$ cat config.mk
export PLATFORM = sky130hd
export DESIGN_NAME = kpd_irq_gate
export DESIGN_NICKNAME = d
export VERILOG_FILES = /design/src/rtl/kpd_irq_pkg.sv /design/src/rtl/kpd_sync.sv /design/src/rtl/kpd_match.sv /design/src/rtl/kpd_flag.sv /design/src/rtl/kpd_irq_gate.sv
export SDC_FILE = /design/constraint.sdc
export NUM_CORES = 1
export LEC_CHECK = 0
export BUFFER_PORTS_ARGS = -buffer_cell sky130_fd_sc_hd__buf_2
export CAP_MARGIN = 30
export CORE_ASPECT_RATIO = 1.1
export CORE_MARGIN = 1
export CORE_UTILIZATION = 41
export DETAILED_ROUTE_END_ITERATION = 8
export HOLD_SLACK_MARGIN = 0.15
export PLACE_DENSITY_LB_ADDON = 0.12
export SLEW_MARGIN = 10
export SYNTH_ARGS = -nofsm -noshare
export SYNTH_HDL_FRONTEND = slang
export SYNTH_HIERARCHICAL = 1
export SYNTH_SLANG_ARGS = --single-unit
$ cat constraint.sdc
create_clock -name clk_i -period 2.1 [get_ports clk_i]
set_clock_uncertainty 0.05 [all_clocks]
set_input_delay 0.42 -clock clk_i [delete_from_list [all_inputs] [get_ports clk_i]]
set_output_delay 0.42 -clock clk_i [all_outputs]
set_load 0.01 [all_outputs]
$ cat src/rtl/kpd_irq_pkg.sv
package kpd_irq_pkg;
  localparam int unsigned KPD_PINS  = 8;
  localparam int unsigned KPD_LOW   = 4;
  localparam int unsigned KPD_SYNC  = 2;

  typedef enum logic {
    TRIG_LEVEL = 1'b0,
    TRIG_EDGE  = 1'b1
  } trig_mode_e;
endpackage

$ cat src/rtl/kpd_sync.sv
module kpd_sync #(
  parameter int unsigned W     = 8,
  parameter int unsigned DEPTH = 2,
  parameter logic        RVAL  = 1'b1
) (
  input  logic         clk_i,
  input  logic         rst_ni,
  input  logic [W-1:0] d_i,
  output logic [W-1:0] q_o
);
  logic [W-1:0] stg_q [DEPTH];

  always_ff @(posedge clk_i or negedge rst_ni) begin
    if (!rst_ni) stg_q[0] <= {W{RVAL}};
    else         stg_q[0] <= d_i;
  end

  for (genvar s = 1; s < DEPTH; s++) begin : g_stg
    always_ff @(posedge clk_i or negedge rst_ni) begin
      if (!rst_ni) stg_q[s] <= {W{RVAL}};
      else         stg_q[s] <= stg_q[s-1];
    end
  end

  assign q_o = stg_q[DEPTH-1];
endmodule

$ cat src/rtl/kpd_match.sv
module kpd_match #(
  parameter int unsigned PINS     = 8,
  parameter int unsigned LOW_PINS = 4,
  localparam int unsigned HI_PINS = PINS - LOW_PINS
) (
  input  logic [PINS-1:0]    pin_i,
  input  logic [PINS-1:0]    gate_en_i,
  input  logic [HI_PINS-1:0] lvl_sel_i,
  output logic               any_o
);
  logic [PINS-1:0] hit;

  for (genvar i = 0; i < PINS; i++) begin : g_pin
    if (i < LOW_PINS) begin : g_low
      assign hit[i] = ~pin_i[i];
    end else begin : g_pol
      assign hit[i] = ~(pin_i[i] ^ lvl_sel_i[i-LOW_PINS]);
    end
  end

  assign any_o = |(hit & gate_en_i);
endmodule

$ cat src/rtl/kpd_flag.sv
module kpd_flag
  import kpd_irq_pkg::*;
(
  input  logic       clk_i,
  input  logic       rst_ni,
  input  logic       cond_i,
  input  trig_mode_e mode_i,
  input  logic       ack_i,
  input  logic       set_i,
  input  logic       clr_i,
  output logic       flag_o
);
  logic cond_q, flag_q, flag_d, rise;

  assign rise = cond_i & ~cond_q;

  always_comb begin
    unique case (mode_i)
      TRIG_EDGE: flag_d = rise | set_i | (flag_q & ~ack_i & ~clr_i);
      default:   flag_d = cond_i | set_i;
    endcase
  end

  always_ff @(posedge clk_i or negedge rst_ni) begin
    if (!rst_ni) begin
      cond_q <= 1'b0;
      flag_q <= 1'b0;
    end else begin
      cond_q <= cond_i;
      flag_q <= flag_d;
    end
  end

  assign flag_o = flag_q;
endmodule

$ cat src/rtl/kpd_irq_gate.sv
module kpd_irq_gate
  import kpd_irq_pkg::*;
#(
  parameter int unsigned PINS       = KPD_PINS,
  parameter int unsigned LOW_PINS   = KPD_LOW,
  parameter int unsigned SYNC_DEPTH = KPD_SYNC,
  localparam int unsigned HI_PINS   = PINS - LOW_PINS
) (
  input  logic               clk_i,
  input  logic               rst_ni,
  input  logic [PINS-1:0]    pin_i,
  input  logic [PINS-1:0]    gate_en_i,
  input  logic [HI_PINS-1:0] lvl_sel_i,
  input  logic               edge_mode_i,
  input  logic               ack_i,
  input  logic               sw_set_i,
  input  logic               sw_clr_i,
  output logic               irq_o
);
  logic [PINS-1:0] pin_s;
  logic            any_hit;
  trig_mode_e      mode;

  assign mode = trig_mode_e'(edge_mode_i);

  // idle high so the low-active pins stay quiet out of reset
  kpd_sync #(.W(PINS), .DEPTH(SYNC_DEPTH), .RVAL(1'b1)) u_sync (
    .clk_i (clk_i),
    .rst_ni(rst_ni),
    .d_i   (pin_i),
    .q_o   (pin_s)
  );

  kpd_match #(.PINS(PINS), .LOW_PINS(LOW_PINS)) u_match (
    .pin_i    (pin_s),
    .gate_en_i(gate_en_i),
    .lvl_sel_i(lvl_sel_i),
    .any_o    (any_hit)
  );

  kpd_flag u_flag (
    .clk_i (clk_i),
    .rst_ni(rst_ni),
    .cond_i(any_hit),
    .mode_i(mode),
    .ack_i (ack_i),
    .set_i (sw_set_i),
    .clr_i (sw_clr_i),
    .flag_o(irq_o)
  );
endmodule

==> impl_metrics.env <==
export IMPL_busiest_layer="met2"
export IMPL_dieArea_um2=1720
export IMPL_grt_met3_usage_pct=4.62
export IMPL_clkTransAtPathRegs_ns=0.08
export IMPL_fillers=137
export IMPL_hold_class="input port to flop"
export IMPL_wirelength_um=692
export IMPL_maxCapViolCount=0
export IMPL_synth_ff_latch_count=18
export IMPL_yosysUniqueCellTypes=13
export IMPL_post_cts_setup_buffer_count=0
export IMPL_syn2layout_area_growth_pct=19.3
export IMPL_cts_buffers=3
export IMPL_cp_start_kind="flop"
export IMPL_synth_top_area_share_pct=66.0
export IMPL_worstPathRequired_ns=2.21
export IMPL_postLayoutCellArea_um2=759
export IMPL_drt_iter0_markers=5
export IMPL_cp_max_fo=2
export IMPL_gr_usage_met2_pct=13.1
export IMPL_instances_no_fill=79
export IMPL_die_y_um=43.3
export IMPL_clock_sinks=18
export IMPL_core_area_um2=1400
export IMPL_leakage_nw=0.341
export IMPL_cts_tree="built"
export IMPL_period_minus_slack_ns=1.75
export IMPL_die_w_um=39.6
export IMPL_grt_ovfl_total=0
export IMPL_slew_violations=0
export IMPL_ys_warn_count=6
export IMPL_num_vias=329
export IMPL_yosysTopAreaCell="dfstp_2"
export IMPL_drt_pass1_iter_count=4
export IMPL_cts_buffer_depth=2
export IMPL_diodes=0
export IMPL_num_io_pins=27
export IMPL_max_freq_mhz=573
export IMPL_rows=14
export IMPL_r2r_cells=5
export IMPL_synth_fp_nets=67
export IMPL_grt_pass1_wl_um=1040
export IMPL_port_buffers=26
export IMPL_initial_core_util_pct=45.4
export IMPL_placed_area_um2=727
export IMPL_place_inst=75
export IMPL_min_period_over_period_pct=83.2
export IMPL_antenna_left=0
export IMPL_yosysSeqAreaShare_pct=73.9
export IMPL_vdd_ir_drop_max_mv=0.391
export IMPL_cts_root_buf="clkbuf_4"
export IMPL_post_route_util_pct=54.2
export IMPL_drc=0
export IMPL_final_cell_mix="26 x buf_2, 16 x dfstp_2, 4 x xnor2_1"
export IMPL_critPathKind="flop to flop"
export IMPL_powerDensity_nw_per_um2=766
export IMPL_netlist_top_cells_area="dfstp_2 66%, buf_4 9.4%, dfrtp_1 7.9%, xnor2_1 5.5%, nor2b_1 2.9%"
export IMPL_netlist_instances=41
export IMPL_drive_gt1_share_pct=71.4
export IMPL_use_met1_pct=11.3
export IMPL_cts_hold_buf=1
export IMPL_hold_violations=0
export IMPL_clk_latency_ns=0.27
export IMPL_arrival_ns=1.86
export IMPL_syn_area_per_cell_um2=15.5
export IMPL_whs_ns=0.187
export IMPL_grt_max_degree=19
export IMPL_mostFrequentLayoutCell="buf_2"
export IMPL_syn_area_um2=637
export IMPL_setup_viol=0
export IMPL_wl_per_cell_um=8.76
export IMPL_holdPathStages=1
export IMPL_antenna_found_initial=0
export IMPL_gp_congestion=0.578
export IMPL_tns_ns=0
export IMPL_rsz0062_at_grt="false"
export IMPL_worst_pin_slew_ns=0.403
export IMPL_grt_util_all_layers_pct=9.11
export IMPL_htreeDepth=1
export IMPL_viasPerCell=4.16
export IMPL_crit_path_end_kind="flop"
export IMPL_post_cts_resized=0
export IMPL_status="completed"
export IMPL_max_slew_margin_pct=72.4
export IMPL_grt_pass1_vias=294
export IMPL_nNetsFinal=91
## power by group
| group | internal (mW) | switching [mW] | total [mW] |
|---|---|---|---|
| registers | 0.377 | 0.00537 | 0.383 |
| clock network | 0.0663 | 0.0826 | 0.149 |
| logic | 0.0302 | 0.0200 | 0.0502 |
| total | 0.474 | 0.108 | 0.582 |
## critical path, stage by stage, from the launching register on
cell and delay (ns):
dfstp_2 0.52, inv_1 0.03, a2111oi_0 0.43, nand3_1 0.15, a21boi_1 0.16, a311o_1 0.31
## final timing paths
check                                startpoint          endpoint  slack, ns
max in group asynchronous                rst_ni     u_sync/q_o[2]       1.16
worst min register to register  u_sync/stg_q[9]     u_sync/q_o[1]       0.31
worst min-delay path                   pin_i[7]  u_sync/stg_q[15]       0.19
min in group asynchronous                rst_ni     u_flag/flag_o       0.53
worst max-delay path              u_sync/q_o[3]     u_flag/flag_o       0.35
worst max register to register    u_sync/q_o[3]     u_flag/flag_o       0.35
## registers in the layout, summed over array words and instances (netlist names)
name	count
u_flag/flag_o	1
u_flag/cond_q	1
u_sync/stg_q	8
u_sync/q_o	8
## kinds of logic after synthesis
family          share of synthesized area [%]
flops                                    73.9
buf+inv                                  10.0
simple gates                             4.91
compound gates                           5.70
xor+xnor                                 5.50
## layer usage
metal,vias to the layer above,wire [um]
li1,171,-
met1,136,281
met2,22,332
met3,0,78
met4,0,0
met5,-,0
## per-stage QoR
step | setup slack, ns | total power [mW]
5_1_grt | 0.192 | 0.615
6_report | 0.354 | 0.582
4_1_cts | 0.322 | 0.593
3_5_place_dp | 0.241 | 0.438
2_1_floorplan | 0.407 | 0.415
3_3_place_gp | 0.225 | 0.438
## Yosys cell counts, drive strengths merged
| cell | number |
|---|---|
| a2111oi | 1 |
| a21boi | 1 |
| a222oi | 1 |
| a311o | 1 |
| buf | 8 |
| dfrtp | 2 |
| dfstp | 16 |
| inv | 1 |
| nand2 | 1 |
| nand3 | 1 |
| nor2 | 1 |
| nor2b | 3 |
| xnor2 | 4 |
## cell type report
class / instances / area (um2) / area share [%]
Multi-Input combinational cell: 14 / 103 / 13.5
Clock buffer: 3 / 22.5 / 2.97
Inverter: 1 / 3.75 / 0.494
Timing Repair Buffer: 27 / 140 / 18.5
Sequential cell: 18 / 470 / 61.9
Tap cell: 16 / 20.0 / 2.64
(Power assumes the default switching activity.)
